===== config.mk =====
export PLATFORM = sky130hd
export DESIGN_NAME = tile_scan_fetch
export DESIGN_NICKNAME = d
export VERILOG_FILES = /design/src/rtl/tile_scan_fetch.sv
export SDC_FILE = /design/constraint.sdc
export NUM_CORES = 2
export LEC_CHECK = 0
export ABC_AREA = 1
export BUFFER_PORTS_ARGS = -buffer_cell sky130_fd_sc_hd__buf_2
export CAP_MARGIN = 20
export CELL_PAD_IN_SITES_DETAIL_PLACEMENT = 1
export CELL_PAD_IN_SITES_GLOBAL_PLACEMENT = 2
export CORE_UTILIZATION = 40
export CTS_CLUSTER_DIAMETER = 50
export CTS_CLUSTER_SIZE = 12
export DETAILED_ROUTE_END_ITERATION = 8
export GPL_TIMING_DRIVEN = 1
export MAX_ROUTING_LAYER = met4
export PLACE_DENSITY_LB_ADDON = 0.2
export SYNTH_ARGS = -nofsm -noshare
export SYNTH_HDL_FRONTEND = slang
export SYNTH_SLANG_ARGS = --single-unit

===== constraint.sdc =====
create_clock -name clk -period 7.9 [get_ports clk]
set_clock_uncertainty 0.1 [all_clocks]
set_input_delay 0 -clock clk [delete_from_list [all_inputs] [get_ports clk]]
set_output_delay 0 -clock clk [all_outputs]
set_load 0.03 [all_outputs]

===== src/rtl/tile_scan_fetch.sv =====
module tile_scan_fetch #(
  parameter int AW         = 32,
  parameter int DW         = 64,
  parameter int BEATS      = 8,
  parameter int FIFO_DEPTH = 32,
  parameter int HW         = 12,
  parameter int TW         = 6
) (
  input  logic          clk,
  input  logic          rst_n,
  input  logic [AW-10:0] tbl_base,
  input  logic [TW-1:0] tiles_whole,
  input  logic [8:0]    rhs_pix,
  input  logic [1:0]    depth,
  input  logic [HW-1:0] height,
  input  logic          dma_en,
  input  logic          fifo_clr,
  input  logic          frame_start,
  output logic          dma_on,
  output logic          req_valid,
  input  logic          req_ready,
  output logic [AW-1:0] req_addr,
  output logic [$clog2(BEATS):0] req_len,
  input  logic          rsp_valid,
  input  logic [DW-1:0] rsp_data,
  output logic          pix_valid,
  input  logic          pix_ready,
  output logic [DW-1:0] pix_data
);
  localparam int BB   = BEATS * DW / 8;
  localparam int BBS  = $clog2(BB);
  localparam int RB   = 512 / BB;
  localparam int BW   = $clog2(RB) + 1;
  localparam int LW   = $clog2(DW / 16);
  localparam int FW   = $clog2(FIFO_DEPTH);
  localparam int CW   = FW + 1;
  localparam int LENW = $clog2(BEATS) + 1;
  localparam int IW   = HW - 7 + TW + 1;

  typedef enum logic [2:0] {S_IDLE, S_TREQ, S_TWAIT, S_DREQ, S_DWAIT} st_t;
  st_t state;

  logic          pend;
  logic [HW-1:0] line;
  logic [TW:0]   tcol;
  logic [BW-1:0] bcnt;
  logic [LENW-1:0] bt;
  logic [15:0]   entry;
  logic [CW-1:0] count;
  logic [FW-1:0] wp, rp;
  logic [DW-1:0] mem [FIFO_DEPTH];

  // partial right-hand tile in bursts
  logic [1:0]    sh;
  logic [10:0]   rhs_bytes, rhs_cl;
  logic [BW-1:0] rhs_bursts, seg_bursts;
  logic [TW:0]   across;
  assign sh         = depth[1] ? 2'd2 : depth;
  assign rhs_bytes  = {2'b0, rhs_pix} << sh;
  assign rhs_cl     = (rhs_bytes > 11'd512) ? 11'd512 : rhs_bytes;
  assign rhs_bursts = BW'((rhs_cl + 11'(BB - 1)) >> BBS);
  assign across     = (TW+1)'(tiles_whole) + (TW+1)'(rhs_bursts != '0);
  assign seg_bursts = (tcol < (TW+1)'(tiles_whole)) ? BW'(RB) : rhs_bursts;

  logic [IW-1:0] tile_idx;
  logic [LW-1:0] lane;
  logic [AW-1:0] tbl_word, data_addr;
  assign tile_idx  = IW'(line[HW-1:7]) * IW'(across) + IW'(tcol);
  assign lane      = tile_idx[LW-1:0];
  assign tbl_word  = {tbl_base, 9'h0} + ((AW'(tile_idx) << 1) & ~AW'(DW/8 - 1));
  assign data_addr = AW'({entry, 16'h0}) + AW'({line[6:0], 9'h0}) + (AW'(bcnt) << BBS);

  logic quiet, restart, room, fire, push, pop;
  assign quiet     = (state == S_IDLE) || (state == S_TREQ) || (state == S_DREQ);
  assign restart   = (pend || frame_start) && quiet;
  assign room      = count <= CW'(FIFO_DEPTH - BEATS);
  assign req_valid = !restart && ((state == S_TREQ) || ((state == S_DREQ) && room));
  assign req_addr  = (state == S_TREQ) ? tbl_word : data_addr;
  assign req_len   = (state == S_TREQ) ? LENW'(1) : LENW'(BEATS);
  assign fire      = req_valid && req_ready;

  logic [BW-1:0] nb;
  logic [TW:0]   nt;
  logic [HW-1:0] nl;
  assign nb = bcnt + BW'(1);
  assign nt = tcol + (TW+1)'(1);
  assign nl = line + HW'(1);

  always_ff @(posedge clk or negedge rst_n) begin
    if (!rst_n) begin
      state <= S_IDLE; dma_on <= 1'b0; pend <= 1'b0;
      line <= '0; tcol <= '0; bcnt <= '0; bt <= '0; entry <= '0;
    end else if (restart) begin
      pend   <= 1'b0;
      dma_on <= dma_en;
      line <= '0; tcol <= '0; bcnt <= '0;
      state  <= (dma_en && height != '0 && across != '0) ? S_TREQ : S_IDLE;
    end else begin
      if (frame_start) pend <= 1'b1;
      case (state)
        S_TREQ:  if (fire) state <= S_TWAIT;
        S_TWAIT: if (rsp_valid) begin
          entry <= rsp_data[{lane, 4'b0} +: 16];
          state <= S_DREQ;
        end
        S_DREQ:  if (fire) begin bt <= '0; state <= S_DWAIT; end
        S_DWAIT: if (rsp_valid) begin
          bt <= bt + LENW'(1);
          if (bt == LENW'(BEATS - 1)) begin
            if (nb < seg_bursts) begin
              bcnt <= nb; state <= S_DREQ;
            end else begin
              bcnt <= '0;
              if (nt < across) begin
                tcol <= nt; state <= S_TREQ;
              end else begin
                tcol <= '0;
                if (nl < height) begin line <= nl; state <= S_TREQ; end
                else begin line <= '0; state <= S_IDLE; end
              end
            end
          end
        end
        default: ;
      endcase
    end
  end

  // pixel FIFO
  assign push      = rsp_valid && (state == S_DWAIT) && !fifo_clr;
  assign pix_valid = count != '0;
  assign pop       = pix_valid && pix_ready && !fifo_clr;
  assign pix_data  = mem[rp];

  always_ff @(posedge clk or negedge rst_n) begin
    if (!rst_n) begin
      wp <= '0; rp <= '0; count <= '0;
    end else if (fifo_clr) begin
      wp <= '0; rp <= '0; count <= '0;
    end else begin
      if (push) wp <= wp + FW'(1);
      if (pop)  rp <= rp + FW'(1);
      count <= count + CW'(push) - CW'(pop);
    end
  end

  always_ff @(posedge clk) if (push) mem[wp] <= rsp_data;

  p_no_overflow_r7: assert property (@(posedge clk) disable iff (!rst_n)
    push |-> count < CW'(FIFO_DEPTH));
  p_clear_empties_r9: assert property (@(posedge clk) disable iff (!rst_n)
    fifo_clr |=> !pix_valid);
  p_enable_at_frame_r2: assert property (@(posedge clk) disable iff (!rst_n)
    (dma_on != $past(dma_on)) |-> $past(frame_start || pend));
  p_off_no_req_r2: assert property (@(posedge clk) disable iff (!rst_n)
    !dma_on |-> !req_valid);
  p_burst_align_r4: assert property (@(posedge clk) disable iff (!rst_n)
    (req_valid && req_len == LENW'(BEATS)) |-> req_addr[BBS-1:0] == '0);
endmodule


==> results_dict.tcl <==
set metrics [dict create \
    hold_class "primary input to register" \
    synth_ff_type "edfxtp_1" \
    synth-seq-area-share_pct 73.04 \
    yosysTopAreaCell "edfxtp_1" \
    cts_tree "yes" \
    initialDrtViolationCount 5195 \
    synthDistinctLibCells 56 \
    ir_worst_vdd_mv 0.2422 \
    crit_type "primary input to output pin" \
    end_kind "output pin" \
    antenna_found_initial 19 \
    switching_power_mw 9.083 \
    syn_avg_cell_area_um2 12.73 \
    root_buffer "clkbuf_16" \
    ys.warnings.count 0 \
    synthTopCellsByCount "edfxtp_1, nor2_1, o21ai_0" \
    layout.cells.non_filler 9989 \
    place_area_um2 90650 \
    hold_depth 8 \
    drive_gt1_share_pct 11.06 \
    run_status "completed" \
    clkLatencyLatePin_ns 0.86 \
    cts_buffers 228 \
    antenna_left 0 \
    setup_viol 0 \
    hold_start "rhs_pix[6]" \
    worstPathMaxFanout 8 \
    max_freq_ghz 0.1366 \
    tightest_slew_ns 1.180 \
    fp-row-count 170 \
    r2r-start "line[2]$_DFFE_PN0P_" \
    io_buffers 221 \
    power.clock.fraction_pct 35.7 \
    tns_ns 0 \
    synth_edf_count 2048 \
    critPathArrivalTime_ns 7.22 \
    reg2regPathDepth 20 \
    wirelength_um 284100 \
    synth_top_area_share_pct 71.19 \
    hpwl_um 146500 \
    cts.sinks 2112 \
    die_h_um 466.7 \
    critical_path.top_delay_family "adder cells" \
    drc 0 \
    yosysMostFrequentCell "edfxtp_1" \
    htree_levels 4 \
    placeableCoreArea_um2 214600 \
    die_area_um2 217800 \
    async_flop_share_pct 3.030 \
    clock_path_buffers 3 \
    slew_violations 0 \
    path_buf_inv 9 \
    power.internal_mw 19.94 \
    min_period_ns 7.322 \
    worst_path_max_delay_cell "fa_1" \
    syn2layout_area_growth_pct 14.55 \
    routedWlPerCell_um 28.44 \
    min_to "bcnt[0]$_DFFE_PN0P_" \
    placedCellCount 9508 \
    gp_congestion 0.7965 \
    io_pins 227 \
    ys_seq_elements 2112 \
    pwr_density_cell_nw_per_um2 293.3 \
    slew_headroom_pct 21.35 \
    grt_overflow 0 \
    p_sw_share_pct 31.29 \
    grt_usage_pct 26.56 \
    whs_ns 0.03685 \
    vias 58610 \
    synthesis.area_um2 86390 \
    start_kind "primary input" \
    required_ns 7.80 \
    grt_pass1_wl_um 411900 \
    stdcell_area_um2 98960 \
    combPwrFrac_pct 20.9 \
    drtPass1Iterations 5 \
    regToRegEndpoint "state[0]$_DFFE_PN0P_" \
    period_share_pct 92.68 \
    fin_nets 7217 \
    syn_inst 6784 \
    clkTransAtPathRegs_ns 0.06 \
    via_per_inst 5.868 \
    grt_max_degree 232 \
    p_leak_nw 33.02 \
    synth.area.top_cells "edfxtp_1, o21ai_0, nor2_1, o22ai_1, dfrtp_1" \
    p_seq_share_pct 43.4 \
    critPathMaxStageDelay_ns 0.53 \
    initial_core_util_pct 40.25 \
    dieWidth_um 466.7 \
    r2r_slack_ns 3.44 \
    final_hold_viol_count 0 \
    drv_cap 0 \
    grt_pass1_vias 59650 \
]
power groups by stage:
stage                     logic (mW)  clock network (mW)  registers (mW)
after CTS                       6.06                10.6            12.6
after detailed placement        5.99                   0            12.8
after global routing            6.64                10.9            12.6
final                           6.06                10.4            12.6
after global placement          5.88                   0            12.8
after floorplan                 3.96                   0            12.7
area by class of cell:
class	instances	area, µm²
Fill cell	21720	115700
Sequential cell	2112	63120
Multi-Input combinational cell	4029	21170
Clock buffer	279	6012
Tap cell	2838	3551
Timing Repair Buffer	443	3254
Clock inverter	95	1097
Inverter	183	732.0
Antenna cell	10	25.02
cells by family (layout without fill, tap and decap cells):
group / after synthesis / in the layout / synth area share, %
muxes: 2 / 2 / 0.02462
DFF: 2112 / 2112 / 73.04
adders and majority gates: 96 / 96 / 1.599
xor gates and xnor gates: 48 / 48 / 0.4866
other: 1 / 15 / 0.004341
buffers and inverters: 647 / 1000 / 2.954
AOI/OAI and AO/OA: 1952 / 1952 / 13.02
and+or+nand+nor: 1926 / 1926 / 8.875
worst reg2reg max path, stage by stage (launching register included):
cell and delay [ns]:
dfrtp_1 0.51, nand2_1 0.11, nor2_1 0.15, nand2_1 0.11, nor2_1 0.17, nand2_1 0.09, inv_1 0.11, nand3_1 0.09
xor2_1 0.15, inv_1 0.08, ha_1 0.31, a21oi_1 0.06, dlygate4sd3_1 0.56, o221a_2 0.13, o41ai_2 0.05, buf_4 0.26
nand3_1 0.10, nand3_1 0.08, dlygate4sd3_1 0.56, nand2_1 0.05, dlygate4sd3_1 0.54
registers in the layout (all words and copies together) (netlist names), 3 cells and up:
register and cells:
entry 16, state 3, count 6, line 12, tcol 7, mem 2048
wp 5, bt 4, rp 5, bcnt 4
through the flow:
stage / setup WS (ns) / utilization, % / power [mW]
2_1_floorplan: -0.3498 / - / 16.66
3_3_place_gp: 0.09448 / 42.23 / 18.70
3_5_place_dp: -0.05630 / 42.24 / 18.81
4_1_cts: 0.002011 / 45.94 / 29.20
5_1_grt: -0.09428 / 46.11 / 30.18
6_report: 0.5784 / 46.11 / 29.03
layout by cell type (no fill, tap or decap), types with 21 or more instances in the layout:
cell,synthesis,final
nand2_1,411,406
nand4_1,32,32
nand3_1,117,113
a32oi_1,21,21
clkbuf_16,0,232
o22ai_1,334,334
xor2_1,39,39
ha_1,72,67
o21ai_0,1152,1146
buf_4,11,127
a221oi_1,23,23
a21oi_1,98,95
clkinv_1,4,29
dfrtp_1,64,60
inv_1,172,166
dlygate4sd3_1,0,79
nor2_1,1290,1255
buf_2,54,213
fa_1,24,22
a211oi_1,44,44
a31oi_1,94,93
nor3_1,35,31
o221ai_1,154,154
edfxtp_1,2048,2048
nor2_4,0,30
clkbuf_1,378,44
worst max path at each step:
stage	endpoint	startpoint	cells past startpoint	slack, ns
floorplan	mem[17][0]$_DFFE_PP_	state[1]$_DFFE_PN0P_	7	-0.35
global placement	req_addr[31]	depth[1]	51	0.09
detailed placement	req_addr[25]	depth[1]	52	-0.06
CTS	req_addr[25]	depth[1]	50	0.002
global route	req_addr[31]	depth[1]	54	-0.09
finish	req_addr[28]	depth[1]	49	0.58
per-layer routing:
layer / global-route usage (%) / part of all wire, % / wire, µm / vias up
met5: - / 0 / 0 / -
met4: 6.356 / 2.3 / 6612 / 0
met3: 3.223 / 5.2 / 14720 / 386
li1: - / - / - / 25630
met2: 42.93 / 48 / 137000 / 1690
met1: 35.76 / 44 / 125700 / 30900
repair_timing:
item	4_1_cts	5_1_grt
endpoints found under the setup margin	6	17
setup buffers	0	15
gates cloned	0	0
endpoints found under the hold margin	2174	0
resized for setup	5	65
hold buffers	80	0
pin swaps	0	26
(Power assumes the default switching activity.)
